## src/rtl/fsr_pkg.sv

```systemverilog
// Shared indices and codes for the sticky fault status register.
// Assumes: all vectors are little-endian, index 0 is the LSB.
package fsr_pkg;
    // Condition vector (after synchronisation)
    localparam int NCOND  = 9;
    localparam int C_LOCK = 0;
    localparam int C_QUAD = 1;
    localparam int C_NVM  = 2;
    localparam int C_INIT = 3;
    localparam int C_OV   = 4;
    localparam int C_UV   = 5;
    localparam int C_AMP  = 6;
    localparam int C_STM  = 7;
    localparam int C_STX  = 8;

    // Sticky latch vector
    localparam int NLATCH = 9;
    localparam int L_LOCK = 0;
    localparam int L_QUAD = 1;
    localparam int L_NVM  = 2;
    localparam int L_INIT = 3;
    localparam int L_OV   = 4;
    localparam int L_UV   = 5;
    localparam int L_AMP  = 6;
    localparam int L_ST   = 7;
    localparam int L_FAIL = 8;

    // Full flag register layout
    localparam int REG_W  = 11;
    localparam int F_LOCK = 0;
    localparam int F_QUAD = 1;
    localparam int F_NVM  = 2;
    localparam int F_INIT = 3;
    localparam int F_UV   = 4;
    localparam int F_OV   = 5;
    localparam int F_AMP  = 6;
    localparam int F_PWR  = 7;
    localparam int F_ST   = 8;
    localparam int F_CHK  = 9;
    localparam int F_FAIL = 10;

    // Reply view layout
    localparam int RSP_W  = 8;
    localparam int R_LOCK = 0;
    localparam int R_QUAD = 1;
    localparam int R_NVM  = 2;
    localparam int R_INIT = 3;
    localparam int R_PWR  = 4;
    localparam int R_ST   = 5;
    localparam int R_CHK  = 6;
    localparam int R_FAIL = 7;

    typedef enum logic [1:0] {
        ST_ERROR = 2'b00,
        ST_VALID = 2'b01,
        ST_CHECK = 2'b10,
        ST_RW    = 2'b11
    } status_e;
endpackage

```

## src/rtl/fsr_sync.sv

```systemverilog
// Multi-stage synchroniser for a vector of independent level signals.
// Assumes: each bit is an independent level; no bus coherency is needed.
module fsr_sync #(
    parameter int W      = 8,
    parameter int STAGES = 2
) (
    input  logic         clk,
    input  logic         rst_n,
    input  logic [W-1:0] d_i,
    output logic [W-1:0] q_o
);
    logic [W-1:0] pipe [STAGES];

    generate
        for (genvar s = 0; s < STAGES; s++) begin : g_stage
            if (s == 0) begin : g_first
                // First stage samples the asynchronous inputs
                always_ff @(posedge clk) begin
                    if (!rst_n) pipe[0] <= '0;
                    else        pipe[0] <= d_i;
                end
            end else begin : g_next
                // Later stages resolve metastability
                always_ff @(posedge clk) begin
                    if (!rst_n) pipe[s] <= '0;
                    else        pipe[s] <= pipe[s-1];
                end
            end
        end
    endgenerate

    assign q_o = pipe[STAGES-1];
endmodule

```

## src/rtl/fsr_chk_timer.sv

```systemverilog
// Check-mode force timer: force_o follows chk_i only after chk_i has
// differed from it for HOLD consecutive clock edges.
// Assumes: chk_i is synchronous to clk; HOLD >= 1.
module fsr_chk_timer #(
    parameter int HOLD = 2_000_000
) (
    input  logic clk,
    input  logic rst_n,
    input  logic chk_i,
    output logic force_o
);
    localparam int CW = (HOLD > 1) ? $clog2(HOLD) : 1;

    logic [CW-1:0] cnt_q;
    logic          force_q;

    // Count edges of disagreement; flip the force level when the count completes
    always_ff @(posedge clk) begin
        if (!rst_n) begin
            cnt_q   <= '0;
            force_q <= 1'b0;
        end else if (chk_i == force_q) begin
            cnt_q   <= '0;
        end else if (cnt_q == CW'(HOLD - 1)) begin
            cnt_q   <= '0;
            force_q <= chk_i;
        end else begin
            cnt_q   <= cnt_q + 1'b1;
        end
    end

    assign force_o = force_q;

    assert_force_rise_R8: assert property (@(posedge clk) disable iff (!rst_n)
        $rose(force_q) |-> $past(chk_i));
    assert_force_fall_R8: assert property (@(posedge clk) disable iff (!rst_n)
        $fell(force_q) |-> !$past(chk_i));
    assert_cnt_bound_R8: assert property (@(posedge clk) disable iff (!rst_n)
        cnt_q <= CW'(HOLD - 1));
endmodule

```

## src/rtl/fsr_latch.sv

```systemverilog
// Bank of sticky flags: set wins over clear, clear is a single strobe.
// Assumes: set_i is already synchronous to clk.
module fsr_latch #(
    parameter int W = 9
) (
    input  logic         clk,
    input  logic         rst_n,
    input  logic [W-1:0] set_i,
    input  logic         clr_i,
    output logic [W-1:0] q_o
);
    logic [W-1:0] q;

    // Hold flags, drop them on clear, re-set any still-present condition
    always_ff @(posedge clk) begin
        if (!rst_n) q <= '0;
        else        q <= (clr_i ? '0 : q) | set_i;
    end

    assign q_o = q;

    assert_hold_without_clear_R1: assert property (@(posedge clk) disable iff (!rst_n)
        !clr_i |=> ((q & $past(q)) == $past(q)));
    assert_set_beats_clear_R2: assert property (@(posedge clk) disable iff (!rst_n)
        clr_i |=> ((q & $past(set_i)) == $past(set_i)));
endmodule

```

## src/rtl/fault_sticky_reg.sv

```systemverilog
// Sticky fault status register. Synchronises asynchronous monitor levels,
// latches them until a read or serve strobe, derives power and fail flags,
// and produces the full register, the reply view and the status code.
// Assumes: quad_level, chk_req and clear strobes are synchronous to clk.
module fault_sticky_reg
    import fsr_pkg::*;
#(
    parameter int QW         = 16,
    parameter int QUAD_LIMIT = 4096,
    parameter int SYNC_DEPTH = 2,
    parameter int CHK_HOLD   = 2_000_000
) (
    input  logic              clk,
    input  logic              rst_n,
    input  logic              mon_lock_a,
    input  logic              mon_nvm_a,
    input  logic              mon_init_a,
    input  logic              mon_ov_a,
    input  logic              mon_uv_a,
    input  logic              mon_amp_a,
    input  logic              mon_st_mild_a,
    input  logic              mon_st_severe_a,
    input  logic [QW-1:0]     quad_level,
    input  logic              chk_req,
    input  logic              clr_read,
    input  logic              clr_serve,
    output logic [REG_W-1:0]  flag_reg,
    output logic [RSP_W-1:0]  reply_flags,
    output logic [1:0]        data_status
);
    logic [NCOND-1:0]  cond_raw;
    logic [NCOND-1:0]  cond_s;
    logic [NCOND-1:0]  cond_eff;
    logic [NLATCH-1:0] set_vec;
    logic [NLATCH-1:0] lat;
    logic              force_on;
    logic              clr_any;
    status_e           status;

    // Gather raw monitor levels into the condition vector
    always_comb begin
        cond_raw         = '0;
        cond_raw[C_LOCK] = mon_lock_a;
        cond_raw[C_QUAD] = (quad_level > QW'(QUAD_LIMIT));
        cond_raw[C_NVM]  = mon_nvm_a;
        cond_raw[C_INIT] = mon_init_a;
        cond_raw[C_OV]   = mon_ov_a;
        cond_raw[C_UV]   = mon_uv_a;
        cond_raw[C_AMP]  = mon_amp_a;
        cond_raw[C_STM]  = mon_st_mild_a;
        cond_raw[C_STX]  = mon_st_severe_a;
    end

    fsr_sync #(.W(NCOND), .STAGES(SYNC_DEPTH)) i_sync (
        .clk   (clk),
        .rst_n (rst_n),
        .d_i   (cond_raw),
        .q_o   (cond_s)
    );

    fsr_chk_timer #(.HOLD(CHK_HOLD)) i_chk_timer (
        .clk     (clk),
        .rst_n   (rst_n),
        .chk_i   (chk_req),
        .force_o (force_on)
    );

    // Forced conditions OR real ones
    assign cond_eff = cond_s | {NCOND{force_on}};
    assign clr_any  = clr_read | clr_serve;

    // Map conditions onto latch set inputs, including the fail source
    always_comb begin
        set_vec         = '0;
        set_vec[L_LOCK] = cond_eff[C_LOCK];
        set_vec[L_QUAD] = cond_eff[C_QUAD];
        set_vec[L_NVM]  = cond_eff[C_NVM];
        set_vec[L_INIT] = cond_eff[C_INIT];
        set_vec[L_OV]   = cond_eff[C_OV];
        set_vec[L_UV]   = cond_eff[C_UV];
        set_vec[L_AMP]  = cond_eff[C_AMP];
        set_vec[L_ST]   = cond_eff[C_STM] | cond_eff[C_STX];
        set_vec[L_FAIL] = cond_eff[C_LOCK] | cond_eff[C_STX];
    end

    fsr_latch #(.W(NLATCH)) i_latch (
        .clk   (clk),
        .rst_n (rst_n),
        .set_i (set_vec),
        .clr_i (clr_any),
        .q_o   (lat)
    );

    // Assemble the full register with derived power flag
    always_comb begin
        flag_reg         = '0;
        flag_reg[F_LOCK] = lat[L_LOCK];
        flag_reg[F_QUAD] = lat[L_QUAD];
        flag_reg[F_NVM]  = lat[L_NVM];
        flag_reg[F_INIT] = lat[L_INIT];
        flag_reg[F_UV]   = lat[L_UV];
        flag_reg[F_OV]   = lat[L_OV];
        flag_reg[F_AMP]  = lat[L_AMP];
        flag_reg[F_PWR]  = lat[L_OV] | lat[L_UV];
        flag_reg[F_ST]   = lat[L_ST];
        flag_reg[F_CHK]  = chk_req;
        flag_reg[F_FAIL] = lat[L_FAIL];
    end

    // Reply view folds amplitude into self-test and hides the supply detail
    always_comb begin
        reply_flags         = '0;
        reply_flags[R_LOCK] = lat[L_LOCK];
        reply_flags[R_QUAD] = lat[L_QUAD];
        reply_flags[R_NVM]  = lat[L_NVM];
        reply_flags[R_INIT] = lat[L_INIT];
        reply_flags[R_PWR]  = lat[L_OV] | lat[L_UV];
        reply_flags[R_ST]   = lat[L_ST] | lat[L_AMP];
        reply_flags[R_CHK]  = chk_req;
        reply_flags[R_FAIL] = lat[L_FAIL];
    end

    // Status code: check mode first, then live fail conditions
    always_comb begin
        if (chk_req)                               status = ST_CHECK;
        else if (cond_eff[C_LOCK] | cond_eff[C_STX]) status = ST_ERROR;
        else                                       status = ST_VALID;
    end

    assign data_status = status;

    assert_never_rw_code_R7: assert property (@(posedge clk) disable iff (!rst_n)
        data_status != ST_RW);
    assert_fail_has_source_R5: assert property (@(posedge clk) disable iff (!rst_n)
        $rose(lat[L_FAIL]) |-> $past(cond_eff[C_LOCK] | cond_eff[C_STX]));
    assert_mild_only_no_error_R7: assert property (@(posedge clk) disable iff (!rst_n)
        (!chk_req && !cond_s[C_LOCK] && !cond_s[C_STX] && !force_on) |-> data_status == ST_VALID);
endmodule

```

## config.mk

```make
export PLATFORM = sky130hd
export DESIGN_NAME = fault_sticky_reg
export DESIGN_NICKNAME = d
export VERILOG_FILES = /design/src/rtl/fsr_pkg.sv /design/src/rtl/fsr_sync.sv /design/src/rtl/fsr_chk_timer.sv /design/src/rtl/fsr_latch.sv /design/src/rtl/fault_sticky_reg.sv
export SDC_FILE = /design/constraint.sdc
export NUM_CORES = 1
export LEC_CHECK = 0
export ABC_AREA = 0
export BUFFER_PORTS_ARGS = -buffer_cell sky130_fd_sc_hd__buf_2
export CORE_ASPECT_RATIO = 0.6
export CORE_UTILIZATION = 40
export CTS_BUF_LIST = sky130_fd_sc_hd__clkbuf_4 sky130_fd_sc_hd__clkbuf_8 sky130_fd_sc_hd__clkbuf_16
export DETAILED_ROUTE_END_ITERATION = 8
export GPL_TIMING_DRIVEN = 0
export PLACE_DENSITY_LB_ADDON = 0.08
export SLEW_MARGIN = 15
export SYNTH_ARGS = -nofsm -noshare
export SYNTH_HDL_FRONTEND = slang
export SYNTH_SLANG_ARGS = --single-unit
```

## constraint.sdc

```tcl
create_clock -name clk -period 3.39 [get_ports clk]
set_clock_uncertainty 0.15 [all_clocks]
set_input_delay 0.339 -clock clk [delete_from_list [all_inputs] [get_ports clk]]
set_output_delay 0.339 -clock clk [all_outputs]
set_load 0.03 [all_outputs]
```

After elaboration in Yosys (flattened, before gate mapping)
Memory sizes are Yosys's and may differ from the RTL's.
Cells that the tools add are included.
{"block": "word_totals", "ff_bits": 31, "latch_bits": 0, "mem_bits_rw": 18, "romBits": 0, "input_bits": 29, "output_inout_bits": 21, "wordCells": 28, "memories": 1}
{"memory": "i_sync.pipe", "words": 2, "width": 9, "rd": 2, "rd_ports_with_merged_regs": 0, "wr": 2, "line": "fsr_sync.sv:12", "rtl": "logic [W-1:0] pipe [STAGES];"}
{"block": "op_classes", "add_sub_neg": 1, "n_mul": 0, "div_mod_pow": 0, "magnitude_cmp": 1, "n_eq_ne": 2, "n_shift": 0, "mux": 7, "n_bitwise": 11, "reduce_logical": 2}
{"operator": "9-bit 2-to-1 mux", "count": 3}
{"operator": "21-bit by 1-bit adder with 21-bit output (second input constant)", "count": 1}
{"operator": "21-bit equality test (second input constant)", "count": 1}
{"operator": "9-bit OR", "count": 2}
{"operator": "16-bit by 13-bit > comparator with 1-bit output (second input constant)", "count": 1}
{"operator": "1-bit OR", "count": 7}
{"operator": "1-bit 2-to-1 mux", "count": 3}
{"operator": "3-bit OR reduction", "count": 1}
{"operator": "2-bit 2-to-1 mux", "count": 1}
{"operator": "1-bit NOT", "count": 2}
{"operator": "2-bit AND reduction", "count": 1}
{"operator": "1-bit equality test", "count": 1}

Longest topological paths before layout
An unclocked memory read counts as a cell.
{"block": "logic_depth", "word_depth": 5, "ltp_mapped": 7, "ltp_nobuf": 5}

Cells and area by module
Synthesis repeated with hierarchy kept, for this count alone.
{"block": "unflattened", "hier_cells": 209, "area_unflattened_um2": 1999.4}
{"module": "fsr_chk_timer", "n_inst": 1, "cells_per_inst": 117, "area_each_um2": 1007.2}
{"module": "fsr_sync", "n_inst": 1, "cells_per_inst": 37, "area_each_um2": 501.7}
{"module": "fsr_latch", "n_inst": 1, "cells_per_inst": 28, "area_each_um2": 309.0}
{"module": "fault_sticky_reg", "n_inst": 1, "cells_per_inst": 27, "area_each_um2": 181.4}

Least setup slack after synthesis
Ideal clock, no wire load.
{"block": "synth_path", "path_kind": "reg-to-output", "from": "register i_chk_timer.force_q, in the netlist i_chk_timer.force_o", "to": "output port data_status[0]", "t_arrival_ns": 1.500, "required_time_ns": 2.901, "setup_slack_ns": 1.401, "path_stages_with_launch": 3, "n_path_buf": 1, "path_cell_list": "dfxtp_1 -> clkbuf_1 -> nor4_1"}
{"block": "synth_between", "elab_chain_cells": 4}
{"item": "start: declaration", "line": "fsr_chk_timer.sv:15", "rtl": "logic force_q;"}
{"item": "start signal: assignment", "line": "fsr_chk_timer.sv:26", "rtl": "force_q <= chk_i;"}
{"item": "9-bit OR", "line": "fault_sticky_reg.sv:69", "rtl": "assign cond_eff = cond_s | {NCOND{force_on}};"}
{"item": "1-bit OR", "line": "fault_sticky_reg.sv:126", "rtl": "else if (cond_eff[C_LOCK] | cond_eff[C_STX]) status = ST_ERROR;"}
{"item": "1-bit 2-to-1 mux", "line": "fault_sticky_reg.sv:126"}
{"item": "2-bit 2-to-1 mux", "line": "fault_sticky_reg.sv:125", "rtl": "if (chk_req) status = ST_CHECK;"}
{"item": "end: declaration", "line": "fault_sticky_reg.sv:29", "rtl": "output logic [1:0] data_status"}
Every way passes these cells.

Worst setup path after layout
{"block": "layout_path", "from": "register i_chk_timer.cnt_q[0]", "to": "register i_chk_timer.cnt_q[9]"}
{"block": "layout_between", "elab_chain_cells": 2, "word_cells_on_any_way": 3, "cone_classes": "add/sub: 1; eq/ne: 1; reduce/logical: 1"}
{"item": "start: declaration", "line": "fsr_chk_timer.sv:14", "rtl": "logic [CW-1:0] cnt_q;"}
{"item": "start signal: assignment", "line": "fsr_chk_timer.sv:28", "rtl": "cnt_q <= cnt_q + 1'b1;"}
{"item": "parallel branches: the longest is 2 deep, another holds 21-bit by 1-bit adder with 21-bit output"}
Parallel ways; which one is timed is not known.
A chain may end at the register's enable or synchronous reset.

==> results.md <==
- Area Overhead vs Synth: 20.82%
- Htree depth: 2
- #FFs+latches synth: 49
- Vias in the first global route: 1,239
- WL per Instance: 11.72 um
- Post-CTS sizing: 0
- # placed instances: about 310
- Synthesis Warnings: 0
- Clk_lat worst skew: 290 ps
- # DRC: 0
- Worst Setup End Kind: register
- Fin. Hold Viols: 0
- Reg clk slew, reported paths: about 80 ps
- Worst Setup Path Type: reg2reg
- Status: finished, final reports clean
- Ys flop type: dfxtp_1
- Proportion of layout cells with a drive suffix above 1: 29.02%
- Nets: 286
- Synth cell count leaders: dfxtp_1, nor2_1, and2_1, buf_4, nand3_1
- Slew @ Worst Pin: around 640 ps
- Fillers: 460
- Post-synthesis async set-or-reset flop share: 0%
- Critical path data arrival time: 2450 ps
- Clk root buf: clkbuf_8
- Fin crit period: 2444 ps
- Worst slew margin: 57.47%
- Die area: 5066 um^2
- Syn Area/Cell: 9.553 um^2
- DR pass1 iterations: 4
- Chip Width: slightly above 90 um
- Max Root-Sink Buffers: 2
- Synth Instances: 200
- Post-DP HPWL: 2815 um
- CP startpoint kind: register
- Fmax: around 0.41 GHz
- VDD IR max: 0.1945 mV
- Largest net degree at the start of global routing: 14
- Netlist Area Pre-Place: 1911 um^2
- IO Port Bufs: 49
- Hold Buf Count CTS: 0
- TritonCTS clock tree: built
- Slew Viols, Final: 0
- Largest fanout on the critical path: 10
- Starting Density: 41.64%
- Count leader, synth: dfxtp_1
- Wire length of the first global-routing pass: 6113 um
- Tcrit/Tclk final: a little over 70%
- Leakage power: just under 1 nW
- Pwr Density: 430.5 nW/um^2
- DR iter-0 viols: 121
- Vias/cell: approximately 4.7
- Setup TNS: 0 ps
- Netlist cell types: 32
- Synth top area share: about half
- Post-CTS Setup Bufs: 0
- Area contributors post-synth: dfxtp_1, and2_1, nor2_1
- CP required: 3400 ps
- GRT Overall Usage: 15.66%
- Placed inst area: 2235 um^2
- Clock Sink Count: 49
- GR Overflow Total: 0
- Diodes inserted: 0
- Max Cap Viol: 0
- # IOs: 50
- Post-synth top area cell: dfxtp_1
- Antenna Violating Nets Remaining: 0
- Core region area: 4588 um^2
- Syn nets: 230
- Initial antenna violation count: 0
- EDFF count, synth: 0
- Chip height: roughly 56 um
- FP Rows: 19
- Via Count: about 1,500
- Setup violations, final: 0
- HP Class: in2reg
- Placer's final routability congestion estimate: 0.8049
- Final cell count without fillers: 318
- Final instance area: about 2300 um^2
- RSZ-0062 raised after global routing: false
- Final wirelength: between 3000 and 4000 um
- Seq/Total Area, Yosys: 51.34%
- TritonCTS Buffers: 5
critical path, cell delays in order (launching register included):
cell	delay (ps)
dfxtp_1	400
ha_1	240
and3_1	170
buf_2	170
nand4_1	210
o21bai_2	450
clkbuf_1	420
nor2_1	100
cell families after synthesis:
logic type / synth area share, %
xor+xnor: 6.418
compound gates: 8.710
buf+inv: 6.024
flops: 51.34
simple gates: 26.85
fa+ha+maj: 0.6548
metrics by stage:
stage	hold slack (ps)	setup WS [ps]	total power [mW]	utilization [%]
after CTS	93.15	935.4	1.009	50.31
after floorplan	261.9	1401	0.6645	-
after global placement	265.1	976.2	0.6989	48.70
after global routing	91.08	722.1	1.046	50.31
final	100.8	946.5	0.9939	50.31
after detailed placement	267.7	955.6	0.6999	48.70
registers in the layout, indices dropped and copies added (netlist names):
name and flops:
i_chk_timer.cnt_q 21, i_chk_timer.force_o 1, i_latch.q_o 9, i_sync.pipe 18
worst paths after layout:
path / from / to / slack, ps / cells past startpoint
setup / recovery: i_chk_timer.cnt_q[0]$_SDFF_PP0_ / i_chk_timer.cnt_q[9]$_SDFF_PP0_ / 950 / 7
hold / removal: mon_st_mild_a / i_sync.pipe[0][7]$_SDFF_PN0_ / 100 / 2
setup reg to reg: i_chk_timer.cnt_q[0]$_SDFF_PP0_ / i_chk_timer.cnt_q[9]$_SDFF_PP0_ / 950 / 7
hold reg to reg: i_sync.pipe[0][5]$_SDFF_PN0_ / i_sync.pipe[1][5]$_SDFF_PN0_ / 290 / 1
layout make-up:
class                   count  area (um^2)  share of cell area (%)
clock buffers               5        68.82                   2.981
plain buffers              16        100.1                   4.336
well taps                  63        78.83                   3.415
clock inverters             1        5.005                  0.2168
multi-input cells         131        814.5                   35.28
repair buffers             49        245.2                   10.62
inverters                   4        15.01                  0.6504
flip-flops and latches     49        980.9                   42.49
placed cells by master (no fill, tap or decap), types with 3 or more instances in the layout:
| cell | count |
|---|---|
| dfxtp_1 | 49 |
| nand2_1 | 4 |
| xor2_1 | 8 |
| buf_2 | 51 |
| and2_1 | 17 |
| nor2_1 | 28 |
| nor3_1 | 3 |
| o21ai_0 | 5 |
| a211oi_1 | 7 |
| xnor2_1 | 6 |
| a2111oi_0 | 3 |
| nand4_1 | 7 |
| nand3_1 | 9 |
| nor4_1 | 5 |
| a21oi_1 | 7 |
| or3_1 | 5 |
| inv_1 | 4 |
| clkbuf_8 | 5 |
| clkbuf_1 | 4 |
| buf_4 | 10 |
power breakdown:
part           internal, mW  switching (mW)
logic                0.0369          0.0503
registers             0.591         0.00699
clock network         0.136           0.173
total                 0.764           0.230
per-layer routing:
layer  track usage [%]  part of all wire, %  wire length [um]
met2             17.86                   36              1348
met5                 0                    0                 0
met4             5.896                 0.40                15
met3             4.821                  5.2               192
met1             25.76                   58              2169
Note: power is estimated with default switching activity, not from simulation.
